## config.mk

```make
export PLATFORM = sky130hd
export DESIGN_NAME = blk_scrambler64
export DESIGN_NICKNAME = d
export VERILOG_FILES = /design/src/rtl/scr_pkg.sv /design/src/rtl/scr_ctrl.sv /design/src/rtl/scr_datapath.sv /design/src/rtl/blk_scrambler64.sv
export SDC_FILE = /design/constraint.sdc
export NUM_CORES = 1
export LEC_CHECK = 0
export BUFFER_PORTS_ARGS = -buffer_cell sky130_fd_sc_hd__buf_2
export CORE_MARGIN = 1.5
export CORE_UTILIZATION = 52
export CTS_BUF_LIST = sky130_fd_sc_hd__clkbuf_4
export DETAILED_ROUTE_END_ITERATION = 7
export HOLD_SLACK_MARGIN = 0.1
export PLACE_DENSITY = 0.91
export SKIP_CTS_REPAIR_TIMING = 1
export SLEW_MARGIN = 10
export SYNTH_ARGS = -nofsm -noshare
export SYNTH_HDL_FRONTEND = slang
export SYNTH_HIERARCHICAL = 1
export SYNTH_SLANG_ARGS = --single-unit
export TNS_END_PERCENT = 30
```

## constraint.sdc

```tcl
create_clock -name clk -period 1.26 [get_ports clk]
set_input_delay 0.126 -clock clk [delete_from_list [all_inputs] [get_ports clk]]
set_output_delay 0.126 -clock clk [all_outputs]
set_load 0.02 [all_outputs]
```

## src/rtl/scr_pkg.sv

```systemverilog
package scr_pkg;
  // Strobes from the control half to the datapath half.
  typedef struct packed {
    logic clear;     // synchronous clear of history and outputs
    logic step;      // accept the presented word this cycle
    logic useInput;  // history is fed from the received bits (descramble)
  } strobe_t;
endpackage

```

## src/rtl/scr_ctrl.sv

```systemverilog
module scr_ctrl (
  input  logic             clk,
  input  logic             rst,
  input  logic             inValid,
  input  logic             descramble,
  output scr_pkg::strobe_t ctl,
  output logic             outValid
);
  logic validQ;

  always_comb begin
    ctl.clear    = rst;
    ctl.step     = inValid & ~rst;
    ctl.useInput = descramble;
  end

  always_ff @(posedge clk) begin
    if (rst) validQ <= 1'b0;
    else     validQ <= inValid;
  end

  assign outValid = validQ;
endmodule

```

## src/rtl/scr_datapath.sv

```systemverilog
module scr_datapath #(
  parameter int DATA_W   = 64,
  parameter int HDR_W    = 2,
  parameter int TAP_NEAR = 39,
  parameter int TAP_FAR  = 58
) (
  input  logic              clk,
  input  scr_pkg::strobe_t  ctl,
  input  logic [HDR_W-1:0]  inHeader,
  input  logic [DATA_W-1:0] inData,
  output logic [HDR_W-1:0]  outHeader,
  output logic [DATA_W-1:0] outData
);
  // History holds the last STATE_W line bits: stateQ[j] is bit (j + PAD) of
  // the previous word, so stateQ[0] lies TAP_FAR bits before bit 0 of this one.
  localparam int STATE_W = TAP_FAR;
  localparam int PAD     = DATA_W - STATE_W;
  localparam int GAP     = TAP_FAR - TAP_NEAR;

  logic [STATE_W-1:0] stateQ;
  logic [DATA_W-1:0]  stateExt;
  logic [DATA_W-1:0]  histTerm;
  logic [DATA_W-1:0]  scrSeed;
  logic [DATA_W-1:0]  scrWord;
  logic [DATA_W-1:0]  descWord;
  logic [DATA_W-1:0]  resWord;
  logic [STATE_W-1:0] stateNext;

  always_comb begin
    stateExt = {{PAD{1'b0}}, stateQ};
    // Contribution of earlier words to both taps, bit-aligned to this word.
    histTerm = stateExt ^ (stateExt >> GAP);
    // Scramble: fold the in-word feedback once; valid while DATA_W <= 2*TAP_NEAR.
    scrSeed  = inData ^ histTerm;
    scrWord  = scrSeed ^ (scrSeed << TAP_NEAR) ^ (scrSeed << TAP_FAR);
    // Descramble: purely feed-forward over received bits.
    descWord = inData ^ (inData << TAP_NEAR) ^ (inData << TAP_FAR) ^ histTerm;
    resWord  = ctl.useInput ? descWord : scrWord;
    stateNext = ctl.useInput ? inData[DATA_W-1 -: STATE_W]
                             : scrWord[DATA_W-1 -: STATE_W];
  end

  always_ff @(posedge clk) begin
    if (ctl.clear) begin
      stateQ    <= '0;
      outData   <= '0;
      outHeader <= '0;
    end else if (ctl.step) begin
      stateQ    <= stateNext;
      outData   <= resWord;
      outHeader <= inHeader;
    end
  end
endmodule

```

## src/rtl/blk_scrambler64.sv

```systemverilog
module blk_scrambler64 #(
  parameter int DATA_W   = 64,
  parameter int HDR_W    = 2,
  parameter int TAP_NEAR = 39,
  parameter int TAP_FAR  = 58
) (
  input  logic              clk,
  input  logic              rst,
  input  logic              inValid,
  input  logic              descramble,
  input  logic [HDR_W-1:0]  inHeader,
  input  logic [DATA_W-1:0] inData,
  output logic              outValid,
  output logic [HDR_W-1:0]  outHeader,
  output logic [DATA_W-1:0] outData
);
  scr_pkg::strobe_t ctl;

  scr_ctrl u_ctrl (
    .clk        (clk),
    .rst        (rst),
    .inValid    (inValid),
    .descramble (descramble),
    .ctl        (ctl),
    .outValid   (outValid)
  );

  scr_datapath #(
    .DATA_W   (DATA_W),
    .HDR_W    (HDR_W),
    .TAP_NEAR (TAP_NEAR),
    .TAP_FAR  (TAP_FAR)
  ) u_dp (
    .clk       (clk),
    .ctl       (ctl),
    .inHeader  (inHeader),
    .inData    (inData),
    .outHeader (outHeader),
    .outData   (outData)
  );
endmodule

```

=== Word-level counts from Yosys, hierarchy flattened ===
Index checks and enable logic that the tools add are counted.

* Equality and inequality tests: 0
* Magnitude comparators: 0
* $add $sub $neg: 0
* Reductions and logical operators: 0
* Shift-type cells: 0
* Multiplexer cells: 2
* Bitwise gates (word level): 9
* Multiply operators: 0
* Divide/modulo/power cells: 0

{| class="wikitable"
|+ Operator list
! kind !! number
|-
| $xor A64 B64 Y64 || 6
|-
| $mux W64 || 1
|-
| $mux W58 || 1
|-
| $xor A58 B39 Y58 || 1
|-
| $and A1 B1 Y1 || 1
|-
| $not A1 Y1 || 1
|}

* Latch bits: 0
* Register bits after elaboration: 125
* Bits in writable memories: 0
* Output and inout port bits: 67
* Memories: 0
* Memory bits (read-only): 0
* Word-level logic and storage cells: 15
* Input bits: 70

=== Logic depth before layout (Yosys ltp) ===
Gate-level depths: netlist of run 1.

* Depth in word-level cells: 5
* Gate-level depth with buffers: 7
* Mapped depth without buffers: 4

=== Modules after synthesis ===
Netlist of run 1, hierarchy kept.

{| class="wikitable"
|+ By module, submodules not included
! module !! area an instance (µm²) !! times used !! cells an instance !! sequential area each (µm²)
|-
| scr_datapath || 7101.8 || 1 || 734 || 2482.4
|-
| scr_ctrl || 47.5 || 1 || 5 || 20.0
|}

=== Least setup slack after synthesis of run 1 ===
Ideal clock, no wire load.

* Kind: input port to flip-flop
* From: in descramble
* To: reg u_dp.stateQ[54]
* Data arrival time: 1249 ps
* Buffers on the path: 4
* Required time: 1169 ps
* Setup time: 91 ps
* Setup slack: -80 ps
* Stages: 6
* Path through: buf_4 -> buf_6 -> buf_6 -> clkbuf_1 -> or3_1 -> a311oi_1

* Word-level cells in the longest chain between the ends: 1

{| class="wikitable"
|+ Ends and longest elaborated chain
! item !! RTL line !! RTL
|-
| start: declaration || blk_scrambler64.sv:10 || <nowiki>input logic descramble,</nowiki>
|-
| $mux W58 || scr_datapath.sv:39 || <nowiki>stateNext = ctl.useInput ? inData[DATA_W-1 -: STATE_W]</nowiki>
|-
| end signal: assignment || scr_datapath.sv:49 || <nowiki>stateQ <= stateNext;</nowiki>
|-
| end: declaration || scr_datapath.sv:20 || <nowiki>logic [STATE_W-1:0] stateQ;</nowiki>
|}

Every way passes these cells.
A chain may end at the register's enable or synchronous reset.

=== Worst setup path in the final report of run 1 ===
* From: reg u_dp.stateQ[4]
* To: reg u_dp.stateQ[56]

* Word-level cells in the longest chain between the ends: 4

{| class="wikitable"
|+ Ends and longest elaborated chain
! item !! RTL line !! RTL
|-
| $xor A58 B39 Y58 || scr_datapath.sv:32 || <nowiki>histTerm = stateExt ^ (stateExt >> GAP);</nowiki>
|-
| $xor A64 B64 Y64 || scr_datapath.sv:34 || <nowiki>scrSeed = inData ^ histTerm;</nowiki>
|-
| $xor A64 B64 Y64 || scr_datapath.sv:35 || <nowiki>scrWord = scrSeed ^ (scrSeed << TAP_NEAR) ^ (scrSeed << TAP_FAR);</nowiki>
|-
| $mux W58 || scr_datapath.sv:39 ||
|}

Every way passes these cells.

==> impl_metrics.ini, run 1 <==
[run_status]
status = finished with violations
violations = negative setup slack

[timing]
skew_ns = 0.02700
finalHoldViolCount = 0
worst_pin_slew_ns = 0.5679
fmax_mhz = 599.5
hold_slack_ns = 0.04778
finalSetupViolations = 115
rsz0062_at_grt = true
period_needed_ns = 1.668
final.setup.worst_slack_ns = -0.4080
post-route-period-util_pct = 132.4
setup-tns-final_ns = -12.39
drv_slew = 0
maxSlewHeadroom_pct = 62.01

[finish]
fin_nets = 1110
fillers = 627
final_common_cell = nor2_1
antenna_cells = 0
syn_to_final_growth_pct = 54.97
multi_input_area_um2 = 5385
drive_gt1_share_pct = 47.72
design_area_um2 = 11080
ff_latch_area_um2 = 2638
mostFrequentLayoutCells = nor2_1 (133), buf_2 (129), buf_4 (106)

[setup_path]
worstPathMaxFanout = 3
r2r_start = u_dp/stateQ[4]$_SDFFE_PP0P_
cp-end-kind = flop
cp_data_required_time_ns = 1.74
setup.worst_path.class = reg -> reg
cp.arrival_ns = 2.15
critical_path.slowest_cell = dfxtp_4
cp_slowest_stage_delay_ns = 0.40
crit_start = u_dp/stateQ[4]$_SDFFE_PP0P_
startpoint_type = flop
path_cells = xnor2_2 > xnor2_1 > or3_1 > a311oi_2
critPathTopFamily = XOR/XNOR gates
crit_buf_inv = 0

[grt]
grt_max_degree = 64
track_usage_pct = 29.31
grt_pass1_wl_um = 32660
grt_pass1_vias = 6338
antenna_found_initial = 0
gr-total-overflow = 0

[pwr]
vdd_ir_drop_max_mv = 0.9756
p_leak_nw = 4.367
clock_power_share_pct = 24.4
p_seq_share_pct = 37.6
netSwitchingPower_w = 0.004422
power.density_nw_per_um2 = 1125
p_sw_share_pct = 35.48
power.share.combinational_pct = 38.1
p_int_w = 0.008040

[synthesis]
ys_seq_area_share_pct = 35.00
avgSynthCellArea_um2 = 9.674
synth_nets = 809
synth-simple-area-share_pct = 12.39
ys_warn_count = 6
synth_compound_area_share_pct = 13.56
ys_ff_latch = 125
synthAdderAreaFrac_pct = 0
synth_top_family_by_area = XOR/XNOR gates
syn_area_um2 = 7149
synth_xor_area_share_pct = 30.00
synthMuxAreaShare_pct = 5.740
yosysUniqueCellTypes = 20
postSynthCellCount = 739

[floorplanning]
core_area_um2 = 13350
dieArea_um2 = 14460
initial_utilization_pct = 53.56
die_y_um = 120.3
io-pin-count = 137
fp-row-count = 42
die_x_um = 120.3

[routing]
drt_iter0_drc = 936
via_per_inst = 6.331
drc_errors = 0
drt_pass1_iterations = 6
ant_nets = 0
wire_per_inst_um = 24.85
via_count = 7775
routed_wl_um = 30510

[clocking]
numCtsBuffers = 17
root_buffer = clkbuf_4
cts_sinks = 125
h-tree-depth = 4
clk_pin_slew_worst_paths_ns = 0.13
clk_latency_ns = 0.60
cts_tree = done
ctsLongestPathBuffers = 2

[placed_design]
post_dp_cell_area_um2 = 8817
dpl_worst_slack_ns = -0.2728
portBuffers = 136
hpwl_um = 15710
gp_congestion = 0.9415

[min_path]
hold_class = in -> reg
min_from = rst

[run]
drv_cap = 0
layout make-up:
type                       count  share of cell area, %
clock buffer                  21                  1.423
sequential                   125                  23.81
tap                          176                  1.988
multi-input combinational    562                  48.61
clock inverter                10                  1.107
timing repair buffer         334                  23.07
tightest hold or removal path, delay by kind of cell:
family                 cells  cell delay (ns)
AOI/OAI and AO/OA          1             0.06
buffers and inverters      2             0.41
sequential cells by signal (all words and copies together) (netlist names):
register,flops
u_dp/outData,64
u_dp/stateQ,58
u_dp/outHeader,2
u_ctrl/outValid,1
final timing paths:
path / slack [ns] / cells past startpoint / to
worst max-delay path: -0.41 / 4 / u_dp/stateQ[56]$_SDFFE_PP0P_
worst min-delay path: 0.05 / 3 / u_dp/outData[46]$_SDFFE_PP0P_
worst min register to register: 0.49 / 2 / u_dp/outData[39]$_SDFFE_PP0P_
worst max register to register: -0.41 / 4 / u_dp/stateQ[56]$_SDFFE_PP0P_
synth_stat cells:
master,count,share of area [%]
a211oi_1,25,2.6
a211oi_2,13,2.3
a311oi_1,45,5.5
buf_1,5,0.26
buf_2,7,0.49
buf_4,2,0.21
buf_6,3,0.47
clkbuf_1,33,1.7
clkbuf_2,2,0.14
dfxtp_1,125,35
mux2i_1,41,5.7
nor2_1,136,7.1
nor2_2,13,1.1
nor2b_1,2,0.17
o21ai_0,45,3.2
or3_1,45,3.9
xnor2_1,139,17
xnor2_2,32,7.3
xnor3_1,13,4.1
xor2_1,13,1.6
metal layers:
| metal | part of all wire (%) | wire length, um | vias up | track usage (%) |
|---|---|---|---|---|
| met5 | 0 | 0 | - | 0 |
| met4 | 8.4 | 2557 | 0 | 15.15 |
| met2 | 46 | 13930 | 709 | 49.54 |
| li1 | - | - | 3161 | - |
| met3 | 10 | 3192 | 232 | 5.660 |
| met1 | 35 | 10830 | 3673 | 35.53 |
cell families (layout without fill, tap and decap cells):
logic type / Yosys count / in the layout
xor gates and xnor gates: 197 / 197
DFF: 125 / 125
AOI/OAI and AO/OA: 128 / 128
muxes: 41 / 41
and+or+nand+nor: 196 / 196
buffers and inverters: 52 / 365
power groups by stage:
| stage | registers, W | clock network, W | logic (W) |
|---|---|---|---|
| floorplan | 0.00478 | 0 | 0.00200 |
| global placement | 0.00460 | 0 | 0.00333 |
| detailed placement | 0.00462 | 0 | 0.00347 |
| CTS | 0.00453 | 0.00292 | 0.00350 |
| global route | 0.00470 | 0.00321 | 0.00491 |
| finish | 0.00468 | 0.00304 | 0.00475 |
metrics by stage:
stage,utilization [%],instances,total power (W)
floorplan,-,739,0.006780
global placement,66.06,1112,0.007934
detailed placement,66.06,1112,0.008090
CTS,68.16,1143,0.01095
global route,83.01,1228,0.01281
finish,83.01,1228,0.01246
No activity file was read; power rests on OpenSTA's default activity.
==> inputs of run 2 (changes only) <==
--- a/config.mk
+++ b/config.mk
@@ -5,6 +5,7 @@
 export SDC_FILE = /design/constraint.sdc
 export NUM_CORES = 1
 export LEC_CHECK = 0
+export ABC_CLOCK_PERIOD_IN_PS = 1260
 export BUFFER_PORTS_ARGS = -buffer_cell sky130_fd_sc_hd__buf_2
 export CORE_MARGIN = 1.5
 export CORE_UTILIZATION = 52
@@ -13,6 +14,7 @@
 export HOLD_SLACK_MARGIN = 0.1
 export PLACE_DENSITY = 0.91
 export SKIP_CTS_REPAIR_TIMING = 1
+export SKIP_LAST_GASP = 1
 export SLEW_MARGIN = 10
 export SYNTH_ARGS = -nofsm -noshare
 export SYNTH_HDL_FRONTEND = slang
==> run 2 against run 1 <==
- combinational power fell by 5.1%
- count of clock-buffer cells in the layout did not move
- total power fell by 2.4%
- cell count hardly changed
- via count is 1.8% lower
- final area fell by 3.7%
- sequential share of layout area increased by 0.70 points
- largest power group is now registers
- the flow still finishes with violations (negative setup slack)
- worst hold slack worse by 0.010 ns
==> impl_metrics.ini, run 2 (synthesis results as in run 1) <==
[clocking]
cts_sinks = 125
h-tree-depth = 4
ctsLongestPathBuffers = 2
numCtsBuffers = 17
root_buffer = clkbuf_4
clk_pin_slew_worst_paths_ns = 0.11
clk_latency_ns = 0.59
cts_tree = done

[timing]
skew_ns = 0.01527
finalSetupViolations = 119
period_needed_ns = 1.739
final.setup.worst_slack_ns = -0.4790
rsz0062_at_grt = true
maxSlewHeadroom_pct = 60.58
worst_pin_slew_ns = 0.5851
fmax_mhz = 575.0
drv_slew = 0
post-route-period-util_pct = 138.0
hold_slack_ns = 0.03732
finalHoldViolCount = 0

[floorplanning]
fp-row-count = 42
die_x_um = 120.3
initial_utilization_pct = 53.56
io-pin-count = 137
die_y_um = 120.3
core_area_um2 = 13350
dieArea_um2 = 14460

[grt]
grt_pass1_vias = 6338
gr-total-overflow = 0
track_usage_pct = 29.31
grt_max_degree = 64
antenna_found_initial = 0
grt_pass1_wl_um = 32660

[finish]
fin_nets = 1111
largest_registers = u_dp/outData x64, u_dp/stateQ x58, u_dp/outHeader x2
largest-register = u_dp/outData
antenna_cells = 0
largest_reg_flops = 64
final_cells = 1229
fillers = 675
syn_to_final_growth_pct = 49.28
drive_gt1_share_pct = 43.30
final_common_cell = nor2_1
mostFrequentLayoutCells = nor2_1 (136), buf_2 (135), buf_4 (115)

[run_status]
violations = negative setup slack
status = finished with violations

[routing]
drc_errors = 0
via_per_inst = 6.212
drt_iter0_drc = 1028
drt_pass1_iterations = 8
wire_per_inst_um = 24.15
routed_wl_um = 29680
via_count = 7635
ant_nets = 0

[min_path]
hold_class = in -> reg
hold_depth = 3
min_from = rst

[pwr]
p_leak_nw = 4.235
power.density_nw_per_um2 = 1140
p_sw_share_pct = 35.15
vdd_ir_drop_max_mv = 0.5830
p_seq_share_pct = 38.2
clock_power_share_pct = 24.7
power.share.combinational_pct = 37.1
netSwitchingPower_w = 0.004275
p_int_w = 0.007887

[placed_design]
dpl_worst_slack_ns = -0.2728
hpwl_um = 15710
dp_cells = 1112
portBuffers = 136
gp_congestion = 0.9415

[setup_path]
critPathTopFamily = compound AO/OA/AOI/OAI gates
cp.arrival_ns = 2.21
reg2regPathDepth = 4
cp_data_required_time_ns = 1.73
path_cells = buf_4 > xnor2_1 > o21ai_0 > a311oi_1
r2r_start = u_dp/stateQ[38]$_SDFFE_PP0P_
setup.worst_path.class = reg -> reg
critical_path.slowest_cell = a311oi_1
startpoint_type = flop
cp_slowest_stage_delay_ns = 0.42
cp_num_cells = 4
crit_buf_inv = 1
worstPathMaxFanout = 3
cp-end-kind = flop
crit_start = u_dp/stateQ[38]$_SDFFE_PP0P_

[run]
drv_cap = 0
[run 2: final timing paths]
check / endpoint / slack, ns
worst max-delay path: u_dp/stateQ[32]$_SDFFE_PP0P_ / -0.48
worst min-delay path: u_dp/outData[49]$_SDFFE_PP0P_ / 0.04
worst max register to register: u_dp/stateQ[32]$_SDFFE_PP0P_ / -0.48
worst min register to register: u_dp/outData[39]$_SDFFE_PP0P_ / 0.50
[run 2: layer usage]
metal  GRT usage, %  part of all wire [%]  wire [um]  up-vias
li1               -                     -          -     3167
met2          49.54                    47      13840      659
met4          15.15                   8.3       2474        0
met5              0                     0          0        -
met1          35.53                    35      10250     3587
met3          5.660                    11       3118      222
[run 2: tightest hold or removal path: cells and delay by family]
| kind | cells | cell delay (ns) |
|---|---|---|
| buffers and inverters | 2 | 0.40 |
| AOI/OAI and AO/OA | 1 | 0.05 |
[run 2: metrics by stage]
stage               setup TNS (ns)  area, um2  total power, W  utilization (%)
finish                      -15.65      10670         0.01216            79.96
CTS                         -8.553       9097         0.01095            68.16
detailed placement          -6.482       8817        0.008090            66.06
global placement            -3.585       8817        0.007934            66.06
global route                -20.10      10670         0.01249            79.96
floorplan                  -0.3410       7213        0.006780                -
[run 2: layout make-up]
cell class                      count  area, um2  area share (%)
Clock inverter                     10      122.6           1.149
Timing Repair Buffer              335       2499           23.41
Multi-Input combinational cell    562       5059           47.40
Sequential cell                   125       2615           24.50
Clock buffer                       21      157.7           1.477
Tap cell                          176      220.2           2.063
[run 2: power groups by stage]
stage	clock network (W)	registers, W	logic (W)
5_1_grt	0.00316	0.00467	0.00467
3_3_place_gp	0	0.00460	0.00333
3_5_place_dp	0	0.00462	0.00347
6_report	0.00300	0.00465	0.00451
2_1_floorplan	0	0.00478	0.00200
4_1_cts	0.00292	0.00453	0.00350
==> inputs of run 3 (changes only) <==
--- a/config.mk
+++ b/config.mk
@@ -20,4 +20,4 @@
 export SYNTH_HDL_FRONTEND = slang
 export SYNTH_HIERARCHICAL = 1
 export SYNTH_SLANG_ARGS = --single-unit
-export TNS_END_PERCENT = 30
+export TNS_END_PERCENT = 5
==> run 3 against run 2 <==
- cell count barely moved
- flip-flop and latch count did not move
- critical path type unchanged
- clock power barely moved
- critical endpoint is now u_dp/stateQ[37]$_SDFFE_PP0P_
- core utilization fell by 2.7 points
- clock skew rose by 0.013 ns
- critical path depth did not move
- worst hold slack improved by 0.017 ns
- sequential power barely moved
- largest power group unchanged
- via count fell by 0.29%
- total power fell by 2.2%
- the run still ends with negative setup slack left
- highest routed layer unchanged
- register-to-register slack improved by 0.04 ns
- setup slack improved by 0.040 ns
==> impl_metrics.ini, run 3 (synthesis results as in run 1) <==
[timing]
rsz0062_at_grt = true
drv_slew = 0
final.setup.worst_slack_ns = -0.4393
maxSlewHeadroom_pct = 46.97
skew_ns = 0.02851
worst_pin_slew_ns = 0.7928
setup-tns-final_ns = -16.72
finalSetupViolations = 112
finalHoldViolCount = 0
post-route-period-util_pct = 134.9
fmax_mhz = 588.5
hold_slack_ns = 0.05399
period_needed_ns = 1.699

[setup_path]
setup.worst_path.class = reg -> reg
critical_path.slowest_cell = a311oi_1
startpoint_type = flop
cp_slowest_stage_delay_ns = 0.46
path_cells = xnor2_2 > xnor2_1 > or3_1 > a311oi_1
cp.arrival_ns = 2.12
worstPathMaxFanout = 4
rrSetupSlack_ns = -0.44
cp-end-kind = flop
cp_data_required_time_ns = 1.68

[finish]
final_cells = 1228
fin_nets = 1109
syn_to_final_growth_pct = 44.17
final_common_cell = nor2_1
largest-register = u_dp/outData
fillers = 753
mostFrequentLayoutCells = nor2_1 (136), buf_2 (135), xnor2_1 (120)
largest_reg_flops = 64
drive_gt1_share_pct = 39.96
largest_registers = u_dp/outData x64, u_dp/stateQ x58, u_dp/outHeader x2

[clocking]
clk_pin_slew_worst_paths_ns = 0.14
cts_tree = done
root_buffer = clkbuf_4
numCtsBuffers = 17
h-tree-depth = 4
ctsLongestPathBuffers = 2
cts_sinks = 125
clk_latency_ns = 0.59

[routing]
drt_iter0_drc = 1069
wire_per_inst_um = 23.03
drc_errors = 0
via_count = 7613
ant_nets = 0
via_per_inst = 6.200
routed_wl_um = 28280
drt_pass1_iterations = 7

[run_status]
violations = negative setup slack
status = finished with violations

[placed_design]
portBuffers = 136
hpwl_um = 15710
dp_cells = 1112
dpl_worst_slack_ns = -0.2728
gp_congestion = 0.9415

[grt]
antenna_found_initial = 1
grt_pass1_wl_um = 32660
gr-total-overflow = 0
grt_pass1_vias = 6338
track_usage_pct = 29.31
grt_max_degree = 64

[floorplanning]
fp-row-count = 42
dieArea_um2 = 14460
core_area_um2 = 13350
die_y_um = 120.3
initial_utilization_pct = 53.56
io-pin-count = 137
die_x_um = 120.3

[pwr]
power.share.combinational_pct = 35.9
p_seq_share_pct = 38.9
clock_power_share_pct = 25.3
power.density_nw_per_um2 = 1154
p_sw_share_pct = 34.74
power_w = 0.01189
p_leak_nw = 4.129
p_int_w = 0.007762
vdd_ir_drop_max_mv = 0.6396
netSwitchingPower_w = 0.004133

[min_path]
hold_class = in -> reg

[run]
drv_cap = 0
-- run 3: layer usage --
layer,share of wire [%],track usage (%),vias up
li1,-,-,3165
met1,35,35.53,3540
met2,46,49.54,662
met3,11,5.660,246
met4,8.4,15.15,0
met5,0,0,-
-- run 3: power by group through the flow --
stage               combinational, W  sequential, W  clock [W]
floorplan                    0.00200        0.00478          0
global placement             0.00333        0.00460          0
detailed placement           0.00347        0.00462          0
CTS                          0.00350        0.00453    0.00292
global route                 0.00443        0.00464    0.00315
finish                       0.00426        0.00462    0.00301
-- run 3: cell type report --
class                   instances  area, um2  area share [%]
multi-input cells             562       4763           46.21
flip-flops and latches        125       2566           24.90
repair buffers                333       2475           24.01
well taps                     176      220.2           2.136
clock buffers                  21      157.7           1.529
clock inverters                10      122.6           1.190
diodes                          1      2.502         0.02428
-- run 3: worst max-delay path: cells and delay by family, from the launching register on --
| family | cells | cell delay [ns] |
|---|---|---|
| AOI/OAI and AO/OA | 1 | 0.46 |
| xor gates and xnor gates | 2 | 0.33 |
| and+or+nand+nor | 1 | 0.35 |
| DFF | 1 | 0.41 |
-- run 3: final timing paths --
kind                                                    start                            end  cells after the start
worst max-delay path             u_dp/stateQ[43]$_SDFFE_PP0P_   u_dp/stateQ[37]$_SDFFE_PP0P_                      4
worst min-delay path                                      rst    u_dp/stateQ[4]$_SDFFE_PP0P_                      3
worst max register to register   u_dp/stateQ[43]$_SDFFE_PP0P_   u_dp/stateQ[37]$_SDFFE_PP0P_                      4
worst min register to register  u_dp/outData[39]$_SDFFE_PP0P_  u_dp/outData[39]$_SDFFE_PP0P_                      2
-- run 3: through the flow --
stage / instance area [um2] / utilization (%)
CTS: 9097 / 68.16
global placement: 8817 / 66.06
finish: 10310 / 77.22
floorplan: 7213 / -
global route: 10310 / 77.22
detailed placement: 8817 / 66.06
